`src/rtl/coinc_pkg.sv`:
```
package coinc_pkg;
    localparam int ADDR_W = 4;
    localparam logic [ADDR_W-1:0] ADR_CTRL  = 4'd0;
    localparam logic [ADDR_W-1:0] ADR_AMASK = 4'd1;
    localparam logic [ADDR_W-1:0] ADR_BMASK = 4'd2;
    localparam logic [ADDR_W-1:0] ADR_CMASK = 4'd3;
    localparam logic [ADDR_W-1:0] ADR_CDRV  = 4'd4;
    localparam logic [ADDR_W-1:0] ADR_GATE  = 4'd5;
    localparam logic [ADDR_W-1:0] ADR_ASTAT = 4'd8;
    localparam logic [ADDR_W-1:0] ADR_BSTAT = 4'd9;
    localparam logic [ADDR_W-1:0] ADR_CSTAT = 4'd10;
    localparam int CTRL_IO_BIT = 0;
    localparam int CTRL_OR_BIT = 4;
endpackage

```
`src/rtl/coinc_sync.sv`:
```
module coinc_sync #(
    parameter int W      = 32,
    parameter int STAGES = 2
) (
    input  logic         clk,
    input  logic         rst_n,
    input  logic [W-1:0] din,
    output logic [W-1:0] dout
);
    typedef struct packed {
        logic [STAGES-1:0][W-1:0] stg;
    } sync_t;

    sync_t s_d, s_q;

    always_comb begin
        s_d        = s_q;
        s_d.stg[0] = din;
        for (int k = 1; k < STAGES; k++) begin
            s_d.stg[k] = s_q.stg[k-1];
        end
    end

    always_ff @(posedge clk or negedge rst_n) begin
        if (!rst_n) s_q <= '0;
        else        s_q <= s_d;
    end

    assign dout = s_q.stg[STAGES-1];
endmodule

```
`src/rtl/coinc_regs.sv`:
```
module coinc_regs
    import coinc_pkg::*;
#(
    parameter int W  = 32,
    parameter int GW = 16
) (
    input  logic              clk,
    input  logic              rst_n,
    input  logic              wr_en,
    input  logic [ADDR_W-1:0] wr_addr,
    input  logic [W-1:0]      wr_data,
    output logic              mode_io,
    output logic              mode_or,
    output logic [W-1:0]      amask,
    output logic [W-1:0]      bmask,
    output logic [W-1:0]      cmask,
    output logic [W-1:0]      cdrv,
    output logic [GW-1:0]     gate_w
);
    typedef struct packed {
        logic          io;
        logic          orr;
        logic [W-1:0]  am;
        logic [W-1:0]  bm;
        logic [W-1:0]  cm;
        logic [W-1:0]  cd;
        logic [GW-1:0] gw;
    } regs_t;

    regs_t r_d, r_q;

    always_comb begin
        r_d = r_q;
        if (wr_en) begin
            case (wr_addr)
                ADR_CTRL: begin
                    r_d.io  = wr_data[CTRL_IO_BIT];
                    r_d.orr = wr_data[CTRL_OR_BIT];
                end
                ADR_AMASK: r_d.am = wr_data;
                ADR_BMASK: r_d.bm = wr_data;
                ADR_CMASK: r_d.cm = wr_data;
                ADR_CDRV:  r_d.cd = wr_data;
                ADR_GATE:  r_d.gw = wr_data[GW-1:0];
                default: ;
            endcase
        end
    end

    always_ff @(posedge clk or negedge rst_n) begin
        if (!rst_n) r_q <= '0;
        else        r_q <= r_d;
    end

    assign mode_io = r_q.io;
    assign mode_or = r_q.orr;
    assign amask   = r_q.am;
    assign bmask   = r_q.bm;
    assign cmask   = r_q.cm;
    assign cdrv    = r_q.cd;
    assign gate_w  = r_q.gw;
endmodule

```
`src/rtl/coinc_logic.sv`:
```
module coinc_logic #(
    parameter int W = 32
) (
    input  logic [W-1:0] a_s,
    input  logic [W-1:0] b_s,
    input  logic [W-1:0] amask,
    input  logic [W-1:0] bmask,
    input  logic         mode_or,
    output logic [W-1:0] per_bit,
    output logic         cond
);
    for (genvar i = 0; i < W; i++) begin : g_bit
        logic a_eff, b_eff;
        assign a_eff      = a_s[i] & ~amask[i];
        assign b_eff      = b_s[i] & ~bmask[i];
        assign per_bit[i] = mode_or ? (a_eff | b_eff) : (a_eff & b_eff);
    end

    assign cond = |per_bit;
endmodule

```
`src/rtl/coinc_pulse.sv`:
```
module coinc_pulse #(
    parameter int GW = 16
) (
    input  logic          clk,
    input  logic          rst_n,
    input  logic          cond,
    input  logic [GW-1:0] gate_w,
    output logic          gate
);
    typedef struct packed {
        logic          prev;
        logic          active;
        logic [GW-1:0] cnt;
    } pulse_t;

    pulse_t p_d, p_q;

    always_comb begin
        p_d      = p_q;
        p_d.prev = cond;
        if (cond && !p_q.prev) begin
            p_d.active = 1'b1;
            p_d.cnt    = gate_w;
        end else if (p_q.active) begin
            if (p_q.cnt == '0) p_d.active = 1'b0;
            else               p_d.cnt    = p_q.cnt - 1'b1;
        end
    end

    always_ff @(posedge clk or negedge rst_n) begin
        if (!rst_n) p_q <= '0;
        else        p_q <= p_d;
    end

    assign gate = p_q.active;
endmodule

```
`src/rtl/coinc_trigger_top.sv`:
```
module coinc_trigger_top
    import coinc_pkg::*;
#(
    parameter int W      = 32,
    parameter int GW     = 16,
    parameter int STAGES = 2
) (
    input  logic              clk,
    input  logic              rst_n,
    input  logic [W-1:0]      a_in,
    input  logic [W-1:0]      b_in,
    input  logic              wr_en,
    input  logic [ADDR_W-1:0] wr_addr,
    input  logic [W-1:0]      wr_data,
    input  logic [ADDR_W-1:0] rd_addr,
    output logic [W-1:0]      rd_data,
    output logic [W-1:0]      c_out,
    output logic              g_out
);
    logic [W-1:0]  a_sync, b_sync;
    logic          mode_io, mode_or;
    logic [W-1:0]  amask, bmask, cmask, cdrv;
    logic [GW-1:0] gate_w;
    logic [W-1:0]  per_bit;
    logic          cond;

    coinc_sync #(.W(W), .STAGES(STAGES)) u_sync_a (
        .clk(clk), .rst_n(rst_n), .din(a_in), .dout(a_sync));
    coinc_sync #(.W(W), .STAGES(STAGES)) u_sync_b (
        .clk(clk), .rst_n(rst_n), .din(b_in), .dout(b_sync));

    coinc_regs #(.W(W), .GW(GW)) u_regs (
        .clk(clk), .rst_n(rst_n), .wr_en(wr_en), .wr_addr(wr_addr),
        .wr_data(wr_data), .mode_io(mode_io), .mode_or(mode_or),
        .amask(amask), .bmask(bmask), .cmask(cmask), .cdrv(cdrv),
        .gate_w(gate_w));

    coinc_logic #(.W(W)) u_logic (
        .a_s(a_sync), .b_s(b_sync), .amask(amask), .bmask(bmask),
        .mode_or(mode_or), .per_bit(per_bit), .cond(cond));

    coinc_pulse #(.GW(GW)) u_pulse (
        .clk(clk), .rst_n(rst_n), .cond(cond), .gate_w(gate_w),
        .gate(g_out));

    typedef struct packed {
        logic [W-1:0] c;
    } cport_t;

    cport_t c_d, c_q;

    always_comb begin
        c_d   = c_q;
        c_d.c = mode_io ? cdrv : (per_bit & cmask);
    end

    always_ff @(posedge clk or negedge rst_n) begin
        if (!rst_n) c_q <= '0;
        else        c_q <= c_d;
    end

    assign c_out = c_q.c;

    always_comb begin
        rd_data = '0;
        case (rd_addr)
            ADR_CTRL: begin
                rd_data[CTRL_IO_BIT] = mode_io;
                rd_data[CTRL_OR_BIT] = mode_or;
            end
            ADR_AMASK: rd_data = amask;
            ADR_BMASK: rd_data = bmask;
            ADR_CMASK: rd_data = cmask;
            ADR_CDRV:  rd_data = cdrv;
            ADR_GATE:  rd_data = {{(W-GW){1'b0}}, gate_w};
            ADR_ASTAT: rd_data = a_sync;
            ADR_BSTAT: rd_data = b_sync;
            ADR_CSTAT: rd_data = c_q.c;
            default:   rd_data = '0;
        endcase
    end
endmodule

```
`config.mk`:
```
export PLATFORM = sky130hd
export DESIGN_NAME = coinc_trigger_top
export DESIGN_NICKNAME = d
export VERILOG_FILES = /design/src/rtl/coinc_pkg.sv /design/src/rtl/coinc_sync.sv /design/src/rtl/coinc_regs.sv /design/src/rtl/coinc_logic.sv /design/src/rtl/coinc_pulse.sv /design/src/rtl/coinc_trigger_top.sv
export SDC_FILE = /design/constraint.sdc
export NUM_CORES = 1
export LEC_CHECK = 0
export BUFFER_PORTS_ARGS = -buffer_cell sky130_fd_sc_hd__buf_2
export CAP_MARGIN = 10
export CORE_MARGIN = 2
export CORE_UTILIZATION = 44
export CTS_BUF_LIST = sky130_fd_sc_hd__clkbuf_4 sky130_fd_sc_hd__clkbuf_8
export DETAILED_ROUTE_END_ITERATION = 8
export RECOVER_POWER = 50
export SLEW_MARGIN = 20
export SYNTH_ARGS = -nofsm -noshare
export SYNTH_HDL_FRONTEND = slang
export SYNTH_SLANG_ARGS = --single-unit
```
`constraint.sdc`:
```
create_clock -name clk -period 6.6 [get_ports clk]
set_input_delay 0.33 -clock clk [delete_from_list [all_inputs] [get_ports clk]]
set_output_delay 0.33 -clock clk [all_outputs]
set_load 0.05 [all_outputs]
```
# Word-level counts from Yosys, hierarchy flattened
# Index checks and enable logic that the tools add are counted.
word_totals:
  ff_bits: 324
  input_bits: 107
  output_inout_bits: 65
classes:
  addsub: 1
  n_eq_ne: 14
  muxes: 41
  bitwise: 193
  n_reduce_logical: 14
op_table:
  columns: ["cell", "count"]
  rows:
  - ["case mux 27 bit (8 select lines)", 1]
  - ["bitwise AND 1 bit", 96]
  - ["NOT 1 bit", 64]
  - ["two-way mux 17 bit", 2]
  - ["two-way mux 1 bit", 33]
  - ["bitwise AND 32 bit", 1]
  - ["two-way mux 32 bit", 1]
  - ["OR 1 bit", 32]
  - ["OR reduction 32 bit", 1]
  - ["case mux 3 bit (8 select lines)", 1]
  - ["case mux 1 bit (9 select lines)", 2]
  - ["== test 4 x 2 -> 1 bit (second input constant)", 4]
  - ["== test 4 x 3 -> 1 bit (second input constant)", 4]
  - ["logical NOT 16 bit", 1]
  - ["two-way mux 16 bit", 1]
  - ["subtractor 16 x 1 -> 16 bit (second input constant)", 1]
  - ["AND reduction 2 bit", 7]
  - ["== test 4 bit (second input constant)", 3]
  - ["== test 4 x 1 -> 1 bit (second input constant)", 2]
  - ["logical NOT 4 bit", 2]
  - ["!= test 2 x 1 -> 1 bit (second input constant)", 1]
  - ["nonzero test 2 bit", 1]
  - ["logical AND 1 bit", 1]
  - ["logical NOT 1 bit", 1]

# Depth between registers and ports, before layout
depth:
  depth_word: 8
  mapped_depth: 9

# Modules after synthesis
# A second synthesis with hierarchy kept.
hier_totals:
  hier_cells: 1089
  hier_area_um2: 14041.0
by_module_without_submodules:
  columns: ["mod", "n_inst", "cells_each", "area_per_inst_um2", "seq_area_each_um2"]
  rows:
  - ["coinc_regs", 1, 316, 5581.6, 3653.5]
  - ["coinc_trigger_top", 1, 409, 3353.2, 800.8]
  - ["coinc_sync", 2, 64, 1601.5, 1601.5]
  - ["coinc_pulse", 1, 126, 1082.3, 450.4]
  - ["coinc_logic", 1, 110, 820.8, 0.0]

# Worst setup path before layout
# Ideal clock, no wire load.
synth_path:
  path_kind: "register to register"
  start: "register u_regs.r_q (netlist bit u_regs.mode_or)"
  end: "register u_pulse.p_q[10] in the netlist's numbering"
  setup_ps: 127
  arrival_time_ps: 2142
  required_ps: 6473
  path_slack_ps: 4331
  stages_incl_launch_ff: 9
  period_less_slack_ps: 2269
  cell_sequence: "dfrtp_1 buf_6 buf_6 maj3_1 nor4_1 nand4_1 o21bai_4 buf_8 mux2_1"
synth_via:
  elab_chain_cells: 5
  elab_cells_between_ends: 38
synth_rtl:
  columns: ["item", "line_no", "source"]
  rows:
  - ["start: declaration", "coinc_regs.sv:30", "regs_t r_d, r_q;"]
  - ["start signal: assignment", "coinc_regs.sv:52", "else r_q <= r_d;"]
  - ["two-way mux 1 bit", "coinc_logic.sv:16", "assign per_bit[i] = mode_or ? (a_eff | b_eff) : (a_eff & b_eff);"]
  - ["OR reduction 32 bit (*)", "coinc_logic.sv:19", "assign cond = |per_bit;"]
  - ["logical AND 1 bit (*)", "coinc_pulse.sv:21", "if (cond && !p_q.prev) begin"]
  - ["!= test 2 x 1 -> 1 bit (no line) or nonzero test 2 bit (tied branches)", null, null]
  - ["AND reduction 2 bit (no line)", null, null]
  - ["end signal: assignment", "coinc_pulse.sv:32", "else p_q <= p_d;"]
  - ["end: declaration", "coinc_pulse.sv:16", "pulse_t p_d, p_q;"]
# Mark *: on every way between the ends. The rest lies on a longest branch, timed or not.
# A chain may end at the register's enable or synchronous reset.

# Final worst setup path
layout_path:
  start: "register u_regs.r_q (netlist bit u_regs.mode_or)"
  end: "register u_pulse.p_q[4] in the netlist's numbering"
# Same word-level chain as after synthesis.

==> flow_summary.yaml <==
setup_path:
  worst_r2r_endpoint: "u_pulse.p_q[4]$_DFFE_PN0P_"
  crit_end: "u_pulse.p_q[4]$_DFFE_PN0P_"
  timing.rr.start: "u_regs.mode_or$_DFFE_PN0P_"
  r2r_cells: 6
  reg2reg_slack_ps: 3060
  slowest_stage: "dfrtp_1"
  path_cells: "clkbuf_1 -> maj3_2 -> nor4_1 -> nand4_1 -> o21bai_4 -> mux2_2"
  critPathLaunchType: "register"
  end_kind: "register"
  criticalPathCategory: "reg -> reg"
  crit_fanout: 19
  worstSetupStartpoint: "u_regs.mode_or$_DFFE_PN0P_"
  worst_ep_arrival_time_ps: 4000
  max_stage_delay_ps: 680
  crit_required_ps: 7050
clock_network:
  path_clk_slew_ps: 60
  clockBufferDepth: 3
  cts_buffers: 54
  cts_tree: "yes"
  htreeDepth: 2
  numClockSinks: 324
  cts-root-buf: "clkbuf_8"
  clk-insertion-delay-late_ps: 580
routing:
  vias_per_cell: 5.499
  ant_nets: 0
  first_pass_iters: 5
  dr_total_vias: 9068
  wire_per_inst_um: 21.77
  drtIter0Drc: 756
  drc: 0
  routed_wl_um: 35900
logic_synthesis:
  ys_warn_count: 0
  synth_area_leaders: "dfrtp_1 (62%), mux2_2 (13%), a22oi_1 (5.3%)"
  yosysTopAreaCellShare: 0.6239
  syn_area_per_cell_um2: 13.51
  synth_edf_count: 0
  ys_types: 48
  seq_area_frac_synth: 0.6239
  synthFlopType: "dfrtp_1"
  ys_seq_elements: 324
  synthCells: 962
  syn_nets: 1071
  synthArstFlopShare: 1.000
  yosysTopAreaCell: "dfrtp_1"
  synth_area_mm2: 0.01300
floorplan:
  initial_core_util: 0.4504
  die-area_mm2: 0.03093
  num_rows: 62
  die-height_um: 175.9
  core_mm2: 0.02886
  io_pins: 172
  fp.dieW_um: 175.9
min_path:
  hp-class: "in -> reg"
sta:
  final_hold_viol_count: 0
  rsz0062_at_grt: "no"
  period_share: 0.5369
  skew_ps: 21.13
  tightest_slew_ps: 3070
  final.setup.tns_ps: 0
  fmax_mhz: 282.2
  finalSetupViolations: 0
  slew_headroom: -1.046
  min_period_ps: 3544
  hold_slack_ps: 30.45
  maxSlewViolCount: 165
place:
  globalplace.congestion: 0.7993
  place_hpwl_um: 21730
  port_buffers: 171
pwr:
  cellPowerDensity_mw_per_mm2: 359.8
  peakVddDrop_mv: 0.1908
  power_mw: 5.824
  power_leakage_nw: 7.176
grt:
  grt_pass1_wl_um: 55300
  antenna_found_initial: 2
  grt_usage: 0.2352
  grt-ovfl-total: 0
  grt_pass1_vias: 9457
  grt_max_degree: 148
cells_and_area:
  nFillCells: 2514
  register_area_mm2: 0.008109
  syn2layout_area_growth_pct: 24.55
  multi_input_area_mm2: 0.004705
  final_common_cell: "dfrtp_1"
  final_nets: 1328
  fin_util: 0.5609
  drive_gt1_frac: 0.3441
  final_cell_mix: "dfrtp_1 (323), mux2_2 (153), buf_2 (139)"
status:
  outcome: "finished, violations left"
  failed_checks: "capacitance limit, slew limit"
flow_run:
  maxCapViolCount: 4
kinds of logic (layout without fill, tap and decap cells):
group                      count (synthesis)  count (layout)  synth area share
adders and majority gates                 34              34           0.02696
muxes                                    163             163            0.1426
xor gates and xnor gates                  13              13          0.008761
other                                      0               1                 0
buffers and inverters                     53             355           0.01858
and+or+nand+nor                          221             221           0.09098
DFF                                      324             324            0.6239
AOI/OAI and AO/OA                        154             154           0.08828
critical path: cells and delay by family (launching register included):
kind	cells	cell delay (ps)
buffers and inverters	1	550
adders and majority gates	1	490
muxes	1	400
AOI/OAI and AO/OA	1	580
and+or+nand+nor	2	710
DFF	1	680
through the flow:
step | cells | instance area (um2) | setup slack [ps]
2_1_floorplan | 962 | 13000 | 4331
3_3_place_gp | 1481 | 14290 | 3384
3_5_place_dp | 1481 | 14290 | 3317
4_1_cts | 1647 | 16210 | 3317
5_1_grt | 1649 | 16190 | 2793
6_report | 1649 | 16190 | 3056
flip-flops by register name, indices dropped and copies added, names as in the netlist:
| register | count |
|---|---|
| u_pulse.gate | 1 |
| u_regs.cmask | 32 |
| u_sync_b.dout | 32 |
| u_regs.cdrv | 32 |
| u_regs.mode_or | 1 |
| u_sync_a.dout | 32 |
| u_sync_a.s_d | 32 |
| u_regs.gate_w | 16 |
| u_regs.bmask | 32 |
| c_out | 32 |
| u_sync_b.s_d | 32 |
| u_regs.mode_io | 1 |
| u_pulse.p_q | 17 |
| u_regs.amask | 32 |
how the worst min path moves through the flow:
| stage | cells after the start | end | from | slack [ps] |
|---|---|---|---|---|
| 2_1_floorplan | 0 | c_out[0]$_DFF_PN0_ | rst_n | 30 |
| 3_3_place_gp | 0 | u_sync_a.dout[19]$_DFF_PN0_ | u_sync_a.s_d[51]$_DFF_PN0_ | 330 |
| 3_5_place_dp | 0 | u_sync_a.dout[31]$_DFF_PN0_ | u_sync_a.s_d[63]$_DFF_PN0_ | 330 |
| 4_1_cts | 2 | u_regs.bmask[26]$_DFFE_PN0P_ | wr_data[26] | 4 |
| 5_1_grt | 2 | u_regs.cmask[29]$_DFFE_PN0P_ | wr_data[29] | 10 |
| 6_report | 2 | u_regs.cmask[17]$_DFFE_PN0P_ | wr_data[17] | 30 |
report_power, final:
| group | leakage, nW | switching [mW] | internal, mW |
|---|---|---|---|
| Clock | 0.671 | 0.791 | 1.21 |
| Combinational | 2.58 | 0.712 | 0.469 |
| Sequential | 3.92 | 0.298 | 2.34 |
cells in the mapped netlist (10+ instances only):
library cell	instances
a22oi_1	91
nor2b_1	65
nand4_1	17
o21ai_0	35
a222oi_1	17
nor4_1	10
clkbuf_1	39
mux2_2	153
nand2_1	74
nand3_1	20
maj3_1	28
dfrtp_1	324
area by class of cell:
type                       count  share of cell area
tap                          384             0.02968
sequential                   324              0.5010
clock inverter                 8            0.007421
multi-input combinational    585              0.2906
antenna                        1           0.0001546
clock buffer                  93             0.07135
inverter                       3           0.0006957
timing repair buffer         251             0.09910
layer usage:
layer | vias to the layer above | GRT usage | wire, um
met2 | 326 | 0.3794 | 17060
met4 | 2 | 0.07128 | 746
li1 | 4041 | - | -
met3 | 69 | 0.03788 | 2065
met1 | 4630 | 0.3293 | 16010
met5 | - | 0 | 11
what timing repair did:
item	CTS	global route
endpoints found under the hold margin	168	0
hold buffers	65	0
resized for setup	0	0
setup buffers	0	0
setup endpoints to repair	0	0
(Power assumes the default switching activity.)
